## config.mk

```make
export PLATFORM = sky130hd
export DESIGN_NAME = boot_select_ctrl
export DESIGN_NICKNAME = d
export VERILOG_FILES = /design/src/rtl/boot_sel_pkg.sv /design/src/rtl/boot_strap_sampler.sv /design/src/rtl/boot_sp_check.sv /design/src/rtl/boot_probe_fsm.sv /design/src/rtl/boot_select_ctrl.sv
export SDC_FILE = /design/constraint.sdc
export NUM_CORES = 1
export LEC_CHECK = 0
export CAP_MARGIN = 20
export CORE_MARGIN = 3
export CORE_UTILIZATION = 55
export DETAILED_ROUTE_END_ITERATION = 10
export DONT_BUFFER_PORTS = 1
export PLACE_DENSITY = 0.71
export REMOVE_ABC_BUFFERS = 1
export SLEW_MARGIN = 20
export SYNTH_ARGS = -nofsm -noshare
export SYNTH_HDL_FRONTEND = slang
export SYNTH_SLANG_ARGS = --single-unit
```

## constraint.sdc

```tcl
create_clock -name clk_i -period 3.85 [get_ports clk_i]
set_input_delay 0.77 -clock clk_i [delete_from_list [all_inputs] [get_ports clk_i]]
set_output_delay 0.77 -clock clk_i [all_outputs]
set_load 0.1 [all_outputs]
```

## src/rtl/boot_sel_pkg.sv

```systemverilog
package boot_sel_pkg;

    typedef enum logic [1:0] {
        SPACE_USER_FLASH = 2'b00,
        SPACE_SYSMEM     = 2'b01,
        SPACE_SRAM       = 2'b10
    } boot_space_e;

    typedef struct packed {
        logic pin0;
        logic pin1;
        logic opt;
    } strap_t;

    typedef enum logic [2:0] {
        ST_ARM,
        ST_REQ_HI,
        ST_WAIT_HI,
        ST_REQ_LO,
        ST_WAIT_LO,
        ST_FINAL
    } probe_st_e;

endpackage

```

## src/rtl/boot_strap_sampler.sv

```systemverilog
module boot_strap_sampler
    import boot_sel_pkg::*;
#(
    parameter int CAPTURE_EDGE = 4
) (
    input  logic   clk_i,
    input  logic   rst_ni,
    input  strap_t straps_i,
    output strap_t straps_o,
    output logic   valid_o
);
    localparam int CNT_W = $clog2(CAPTURE_EDGE + 1);
    localparam logic [CNT_W-1:0] LAST = CNT_W'(CAPTURE_EDGE - 1);

    typedef struct packed {
        logic [CNT_W-1:0] cnt;
        strap_t           val;
        logic             vld;
    } smp_t;

    smp_t s_d, s_q;

    always_comb begin
        s_d = s_q;
        if (!s_q.vld) begin
            if (s_q.cnt == LAST) begin
                s_d.val = straps_i;
                s_d.vld = 1'b1;
            end else begin
                s_d.cnt = s_q.cnt + 1'b1;
            end
        end
    end

    always_ff @(posedge clk_i or negedge rst_ni) begin
        if (!rst_ni) s_q <= '0;
        else         s_q <= s_d;
    end

    assign straps_o = s_q.val;
    assign valid_o  = s_q.vld;
endmodule

```

## src/rtl/boot_sp_check.sv

```systemverilog
module boot_sp_check #(
    parameter int                ADDR_W    = 32,
    parameter logic [ADDR_W-1:0] SRAM_BASE = 32'h2000_0000,
    parameter logic [ADDR_W-1:0] SRAM_TOP  = 32'h2001_0000
) (
    input  logic [ADDR_W-1:0] word_i,
    output logic              ok_o
);
    always_comb begin
        ok_o = (word_i >= SRAM_BASE) && (word_i < SRAM_TOP);
    end
endmodule

```

## src/rtl/boot_probe_fsm.sv

```systemverilog
module boot_probe_fsm
    import boot_sel_pkg::*;
#(
    parameter int                ADDR_W       = 32,
    parameter logic [ADDR_W-1:0] BANK_HI_BASE = 32'h0808_0000,
    parameter logic [ADDR_W-1:0] BANK_LO_BASE = 32'h0800_0000
) (
    input  logic              clk_i,
    input  logic              rst_ni,
    input  strap_t            straps_i,
    input  logic              straps_vld_i,
    input  logic              sp_ok_i,
    input  logic              rd_valid_i,
    output logic              rd_req_o,
    output logic [ADDR_W-1:0] rd_addr_o,
    output logic [1:0]        space_o,
    output logic              jump_o,
    output logic              jump_hi_o,
    output logic [ADDR_W-1:0] jump_addr_o,
    output logic              done_o
);
    typedef struct packed {
        probe_st_e         st;
        boot_space_e       space;
        logic              jump;
        logic              hi;
        logic [ADDR_W-1:0] addr;
        logic              done;
    } fsm_t;

    fsm_t f_d, f_q;

    always_comb begin
        f_d       = f_q;
        rd_req_o  = 1'b0;
        rd_addr_o = '0;
        unique case (f_q.st)
            ST_ARM: begin
                if (straps_vld_i) begin
                    if (straps_i.pin0 && straps_i.pin1) begin
                        f_d.space = SPACE_SRAM;
                        f_d.done  = 1'b1;
                        f_d.st    = ST_FINAL;
                    end else if (!straps_i.opt) begin
                        f_d.space = SPACE_SYSMEM;
                        f_d.st    = ST_REQ_HI;
                    end else begin
                        f_d.space = straps_i.pin0 ? SPACE_SYSMEM : SPACE_USER_FLASH;
                        f_d.done  = 1'b1;
                        f_d.st    = ST_FINAL;
                    end
                end
            end
            ST_REQ_HI: begin
                rd_req_o  = 1'b1;
                rd_addr_o = BANK_HI_BASE;
                f_d.st    = ST_WAIT_HI;
            end
            ST_WAIT_HI: begin
                rd_addr_o = BANK_HI_BASE;
                if (rd_valid_i) begin
                    if (sp_ok_i) begin
                        f_d.jump = 1'b1;
                        f_d.hi   = 1'b1;
                        f_d.addr = BANK_HI_BASE;
                        f_d.done = 1'b1;
                        f_d.st   = ST_FINAL;
                    end else begin
                        f_d.st   = ST_REQ_LO;
                    end
                end
            end
            ST_REQ_LO: begin
                rd_req_o  = 1'b1;
                rd_addr_o = BANK_LO_BASE;
                f_d.st    = ST_WAIT_LO;
            end
            ST_WAIT_LO: begin
                rd_addr_o = BANK_LO_BASE;
                if (rd_valid_i) begin
                    if (sp_ok_i) begin
                        f_d.jump = 1'b1;
                        f_d.addr = BANK_LO_BASE;
                    end
                    f_d.done = 1'b1;
                    f_d.st   = ST_FINAL;
                end
            end
            ST_FINAL: begin
                f_d = f_q;
            end
            default: begin
                f_d = f_q;
            end
        endcase
    end

    always_ff @(posedge clk_i or negedge rst_ni) begin
        if (!rst_ni) begin
            f_q       <= '0;
            f_q.st    <= ST_ARM;
            f_q.space <= SPACE_USER_FLASH;
        end else begin
            f_q <= f_d;
        end
    end

    assign space_o     = f_q.space;
    assign jump_o      = f_q.jump;
    assign jump_hi_o   = f_q.hi;
    assign jump_addr_o = f_q.addr;
    assign done_o      = f_q.done;
endmodule

```

## src/rtl/boot_select_ctrl.sv

```systemverilog
module boot_select_ctrl
    import boot_sel_pkg::*;
#(
    parameter int                ADDR_W       = 32,
    parameter int                CAPTURE_EDGE = 4,
    parameter logic [ADDR_W-1:0] SRAM_BASE    = 32'h2000_0000,
    parameter logic [ADDR_W-1:0] SRAM_TOP     = 32'h2001_0000,
    parameter logic [ADDR_W-1:0] BANK_HI_BASE = 32'h0808_0000,
    parameter logic [ADDR_W-1:0] BANK_LO_BASE = 32'h0800_0000
) (
    input  logic              clk_i,
    input  logic              rst_ni,
    input  logic              strap0_i,
    input  logic              strap1_i,
    input  logic              opt_nodual_i,
    output logic [ADDR_W-1:0] rd_addr_o,
    output logic              rd_req_o,
    input  logic [ADDR_W-1:0] rd_data_i,
    input  logic              rd_valid_i,
    output logic [1:0]        boot_space_o,
    output logic              jump_o,
    output logic              jump_bank_o,
    output logic [ADDR_W-1:0] jump_addr_o,
    output logic              done_o
);
    strap_t straps_raw, straps_cap;
    logic   straps_vld;
    logic   sp_ok;

    assign straps_raw = '{pin0: strap0_i, pin1: strap1_i, opt: opt_nodual_i};

    boot_strap_sampler #(
        .CAPTURE_EDGE(CAPTURE_EDGE)
    ) u_sampler (
        .clk_i   (clk_i),
        .rst_ni  (rst_ni),
        .straps_i(straps_raw),
        .straps_o(straps_cap),
        .valid_o (straps_vld)
    );

    boot_sp_check #(
        .ADDR_W   (ADDR_W),
        .SRAM_BASE(SRAM_BASE),
        .SRAM_TOP (SRAM_TOP)
    ) u_sp_check (
        .word_i(rd_data_i),
        .ok_o  (sp_ok)
    );

    boot_probe_fsm #(
        .ADDR_W      (ADDR_W),
        .BANK_HI_BASE(BANK_HI_BASE),
        .BANK_LO_BASE(BANK_LO_BASE)
    ) u_fsm (
        .clk_i       (clk_i),
        .rst_ni      (rst_ni),
        .straps_i    (straps_cap),
        .straps_vld_i(straps_vld),
        .sp_ok_i     (sp_ok),
        .rd_valid_i  (rd_valid_i),
        .rd_req_o    (rd_req_o),
        .rd_addr_o   (rd_addr_o),
        .space_o     (boot_space_o),
        .jump_o      (jump_o),
        .jump_hi_o   (jump_bank_o),
        .jump_addr_o (jump_addr_o),
        .done_o      (done_o)
    );
endmodule

```

==> Word level (Yosys, flattened, before mapping) <==
Cells that the tools add are included.
{ "word_totals": {"in_bits": 38, "output_inout_bits": 70, "elab_cells": 67, "ff_bits": 47} }
{ "classes": {"n_reduce_logical": 16, "order_cmp": 2, "n_eq_ne": 11, "addsub": 1, "bitwise_logic": 2, "mux": 24} }
{ "op_table": {"columns": ["cell", "count"], "rows": [
  ["$mux 35", 2],
  ["$pmux 32 s2", 1],
  ["$pmux 28 s2", 1],
  ["$mux 33", 1],
  ["$ge 32x30->1 const B", 1],
  ["$lt 32x30->1 const B", 1],
  ["$mux 32", 1],
  ["$mux 5", 3],
  ["$pmux 3 s5", 1],
  ["$ne 2x2->1 const B", 5],
  ["$eq 3x2->1 const B", 3],
  ["$mux 1", 9],
  ["$mux 3", 3],
  ["$reduce_and 2->1", 3],
  ["$reduce_and 6->1", 1],
  ["$reduce_or 2->1", 3],
  ["$reduce_and 5->1", 1],
  ["$reduce_bool 5->1", 1],
  ["$reduce_and 4->1", 1],
  ["$add 3x1->3 const B", 1],
  ["$eq 3x1->1 const B", 1],
  ["$eq 3x3->1 const B", 1],
  ["$logic_not 3->1", 1],
  ["$ne 3x2->1 const B", 1],
  ["other kinds (7)", 9]
]} }

==> Longest topological paths before layout <==
{ "logic_depth": {"ltp_word": 5, "mapped_depth": 6} }

==> By module <==
From an unflattened synthesis, not the netlist that was laid out.
{ "hier_totals": {"hier_cells": 149, "area_unflattened_um2": 1373.8} }
{ "by_module_without_submodules": {"columns": ["module", "area_each_um2", "n_inst", "cells_each", "seq_area_each_um2"], "rows": [
  ["boot_probe_fsm", 1013.5, 1, 121, 225.2],
  ["boot_strap_sampler", 317.8, 1, 23, 175.2],
  ["boot_sp_check", 42.5, 1, 5, 0.0]
]} }

==> Least setup slack after synthesis <==
Ideal clock, no wire load.
{ "synth_timing": {"path_kind": "register to output", "startpoint": "register u_fsm.f_q[38] in the netlist's numbering", "endpoint": "output port rd_addr_o[27]", "t_arrival_ps": 2115, "slack_ps": 965, "stages_incl_launch_ff": 4, "n_path_buf": 1, "path_cell_list": "dfrtp_1 -> buf_2 -> nor2_1 -> xnor2_1"} }
{ "synth_between": {"elab_chain_len": 3} }
{ "synth_lines": {"columns": ["item", "line_no", "text"], "rows": [
  ["start: declaration", "boot_probe_fsm.sv:31", "fsm_t f_d, f_q;"],
  ["$eq 3x2->1 (tied with other cells)", "boot_probe_fsm.sv:37", "unique case (f_q.st)"],
  ["$reduce_or 2->1 (no source line)", null, null],
  ["$pmux 28 s2 (*)", "boot_probe_fsm.sv:37", null],
  ["end: declaration", "boot_select_ctrl.sv:16", "output logic [ADDR_W-1:0] rd_addr_o,"]
]} }
Every way passes the cells marked *; elsewhere a longest branch is shown, timed or not.

==> Final worst setup path <==
{ "layout_timing": {"startpoint": "register u_fsm.f_q[38] in the netlist's numbering", "endpoint": "output port rd_addr_o[19]"} }
Same word-level chain as after synthesis.

==> reports/metrics.yaml <==
final_layout:
  synthToLayoutAreaGrowth_pct: -14.6
  ant_cells: 0
  final_util: 0.526
  final_layout_size_suffix_gt1_frac: 0.140
  finalNetCount: 177
  filler_cells: 188
setup_path:
  rr_worst_depth: 4
  critPathMaxFanout: 9
  critical_path_arrival_ns: 1.79
  critical_path_startpoint: "u_fsm.f_q[38]$_DFFE_PN0P_"
  timing.critical_path.to_type: "output port"
  timing.rr.end: "u_fsm.f_q[38]$_DFFE_PN0P_"
  rr_startpoint: "u_fsm.f_q[37]$_DFFE_PN0P_"
  worst_setup_path_start_kind: "flop"
  critPathRequiredTime_ns: 3.08
  crit_type: "flop to output port"
  ff2ff_setup_slack_ns: 1.99
timing:
  post-route-period-util: 0.666
  max_freq_mhz: 390
  finalHoldViolations: 0
  slew_viol_final: 0
  timing.slew.headroom: 0.275
  grt_setup_unrepaired: "no"
  clock-skew-final_ns: 0.0109
  final_period_demand_of_the_worst_path_ns: 2.56
  tightestPinTransition_ns: 1.09
  setup-violations-final: 0
  timing.setup.tns_ns: 0
  hold_slack_ns: 0.153
synthesis:
  synth.lib_cells_used.distinct: 30
  syn_inst: 140
  yosysSeqAreaShare: 0.313
  netlist.area_leader.share: 0.375
  synthesis_stage_register_bit_count: 16
  synthesis.area_um2: 1280
  synthesis.yosys.warnings: 0
  synth.area.top_cells: "sky130_fd_sc_hd__buf_4 (38%), sky130_fd_sc_hd__dfrtp_1 (31%), sky130_fd_sc_hd__mux2_2 (5.3%), sky130_fd_sc_hd__nor2_1 (2.3%), sky130_fd_sc_hd__xnor2_1 (2.1%)"
  postSynthAreaPerCell_um2: 9.15
  synth.largest_area_cell: "sky130_fd_sc_hd__buf_4"
floorplanning:
  ioPinCount: 108
  initial_core_util: 0.615
  fp.dieArea_um2: 2940
  fp.coreArea_um2: 2080
  num_rows: 16
  fp.dieH_um: 54.3
  die_w_um: 54.3
detailed_routing:
  drcViolationCount: 0
  routed_wire_length_per_instance_um: 11.0
  vias: 713
  postRouteAntennaNets: 0
  drt_iter0_markers: 6
  via_per_inst: 4.37
  postRouteWirelength_mm: 1.79
  firstDrtPassIters: 4
cts:
  clock_sinks: 16
  cts_inserted_buffers: 3
  largest_buffer_count_on_any_clock_path: 2
  cts_tree: "done"
  post_cts_hold_buffer_count: 0
  cts-resized-gates: 0
  clockRootBuffer: "sky130_fd_sc_hd__clkbuf_4"
  clock_slew_seen_by_the_registers_of_the_worst_setup_and_hold_paths_ns: 0.10
  htreeDepth: 1
  cts_post_setup_buffers_inserted: 0
  clock_insertion_delay_worst_skew_ns: 0.29
place:
  gp_congestion: 0.735
  io_buffers: 0
  place_hpwl_mm: 1.41
global_routing:
  grt_remaining_overflow: 0
  grt_pass1_wl_mm: 2.53
  grt_antenna_before_repair: 0
  gr-usage-all-layers: 0.118
  pin_count_of_the_biggest_net_entering_global_routing: 17
  via_count_of_the_first_global_routing_pass: 573
power_and_ir_drop:
  vdd_ir_drop_max_mv: 0.428
  p_leak_nw: 0.562
  power_density_nw_per_um2: 597
run:
  max_cap_violations: 0
run_status:
  status: "finished, final reports clean"
worst_hold_path:
  min_path_type: "input pin to async pin"
-- how the worst max path moves through the flow --
stage,endpoint,slack (ns)
floorplan,rd_addr_o[27],0.95
global placement,rd_addr_o[19],1.63
detailed placement,rd_addr_o[19],1.62
CTS,rd_addr_o[19],1.29
global route,rd_addr_o[19],1.22
finish,rd_addr_o[19],1.29
-- sequential cells by signal, summed over array words and instances, names as in the netlist --
name                flops
u_fsm.space_o           2
u_fsm.done_o            1
u_sampler.s_q           3
u_fsm.f_q               3
u_sampler.straps_o      3
u_sampler.valid_o       1
u_fsm.jump_hi_o         1
u_fsm.jump_addr_o       2
-- per-stage QoR --
step	worst slack (ns)	instances	power (mW)	area [um2]
floorplan	0.949	131	0.529	1000
global placement	1.63	159	0.538	1060
detailed placement	1.62	159	0.540	1060
CTS	1.29	163	0.655	1090
global route	1.22	163	0.678	1090
finish	1.29	163	0.653	1090
-- final cells by class --
| type | instances | area [um2] | share of cell area |
|---|---|---|---|
| Timing Repair Buffer | 1 | 7.51 | 0.00686 |
| Multi-Input combinational cell | 110 | 597 | 0.545 |
| Inverter | 5 | 18.8 | 0.0171 |
| Clock buffer | 4 | 36.3 | 0.0331 |
| Tap cell | 27 | 33.8 | 0.0309 |
| Sequential cell | 16 | 402 | 0.367 |
-- routing by layer --
metal | track usage | part of all wire | routed length [um]
met4 | 0.0498 | 0.0028 | 5
met3 | 0.0409 | 0.15 | 268
met1 | 0.139 | 0.35 | 621
met5 | 0 | 0 | 0
met2 | 0.195 | 0.50 | 896
-- power by group --
group          internal (mW)  switching, mW  total (mW)
sequential             0.181         0.0753       0.256
clock                 0.0576         0.0564       0.114
combinational         0.0155          0.268       0.283
-- logic make-up (layout without fill, tap and decap cells) --
group	after synthesis	after routing	share of synthesized area
buffers and inverters	73	10	0.404
and+or+nand+nor	23	23	0.0899
DFF	16	16	0.312
AOI/OAI and AO/OA	13	13	0.0752
muxes	8	8	0.0684
xor gates and xnor gates	4	4	0.0273
adders and majority gates	2	2	0.0195
other	1	60	0.00293
-- Yosys cell counts --
| cell | instances |
|---|---|
| sky130_fd_sc_hd__or2_2 | 1 |
| sky130_fd_sc_hd__conb_1 | 1 |
| sky130_fd_sc_hd__nor4_1 | 1 |
| sky130_fd_sc_hd__nor2_1 | 8 |
| sky130_fd_sc_hd__xnor2_1 | 3 |
| sky130_fd_sc_hd__xor2_1 | 1 |
| sky130_fd_sc_hd__mux2i_1 | 2 |
| sky130_fd_sc_hd__buf_4 | 64 |
| sky130_fd_sc_hd__nor2b_1 | 1 |
| sky130_fd_sc_hd__mux2_2 | 6 |
| sky130_fd_sc_hd__nand4_1 | 1 |
| sky130_fd_sc_hd__nor4b_1 | 1 |
| sky130_fd_sc_hd__nor4_2 | 1 |
| sky130_fd_sc_hd__ha_1 | 2 |
| sky130_fd_sc_hd__clkbuf_1 | 1 |
| sky130_fd_sc_hd__inv_1 | 5 |
| sky130_fd_sc_hd__nand3_1 | 1 |
| sky130_fd_sc_hd__o31ai_1 | 1 |
| sky130_fd_sc_hd__a21o_1 | 1 |
| sky130_fd_sc_hd__a21oi_1 | 1 |
| sky130_fd_sc_hd__o21ai_0 | 4 |
| sky130_fd_sc_hd__nand2_1 | 6 |
| sky130_fd_sc_hd__o41a_1 | 1 |
| sky130_fd_sc_hd__a211o_1 | 2 |
| sky130_fd_sc_hd__dfrtp_1 | 16 |
| sky130_fd_sc_hd__a31o_2 | 2 |
| sky130_fd_sc_hd__o32a_1 | 1 |
| sky130_fd_sc_hd__and3_1 | 1 |
| sky130_fd_sc_hd__buf_2 | 3 |
| sky130_fd_sc_hd__nor3_1 | 1 |
-- layout by cell type (no fill, tap or decap), types with 3 or more instances in the layout --
cell type and n:
sky130_fd_sc_hd__clkbuf_4 3, sky130_fd_sc_hd__conb_1 60, sky130_fd_sc_hd__dfrtp_1 15, sky130_fd_sc_hd__inv_1 5
sky130_fd_sc_hd__mux2_2 6, sky130_fd_sc_hd__nand2_1 6, sky130_fd_sc_hd__nor2_1 6, sky130_fd_sc_hd__o21ai_0 4
-- critical path, cell delays in order, from the launching register on --
cell	delay (ns)
sky130_fd_sc_hd__dfrtp_1	0.51
sky130_fd_sc_hd__xnor2_1	0.18
sky130_fd_sc_hd__nor2_2	0.81
(Power assumes the default switching activity.)
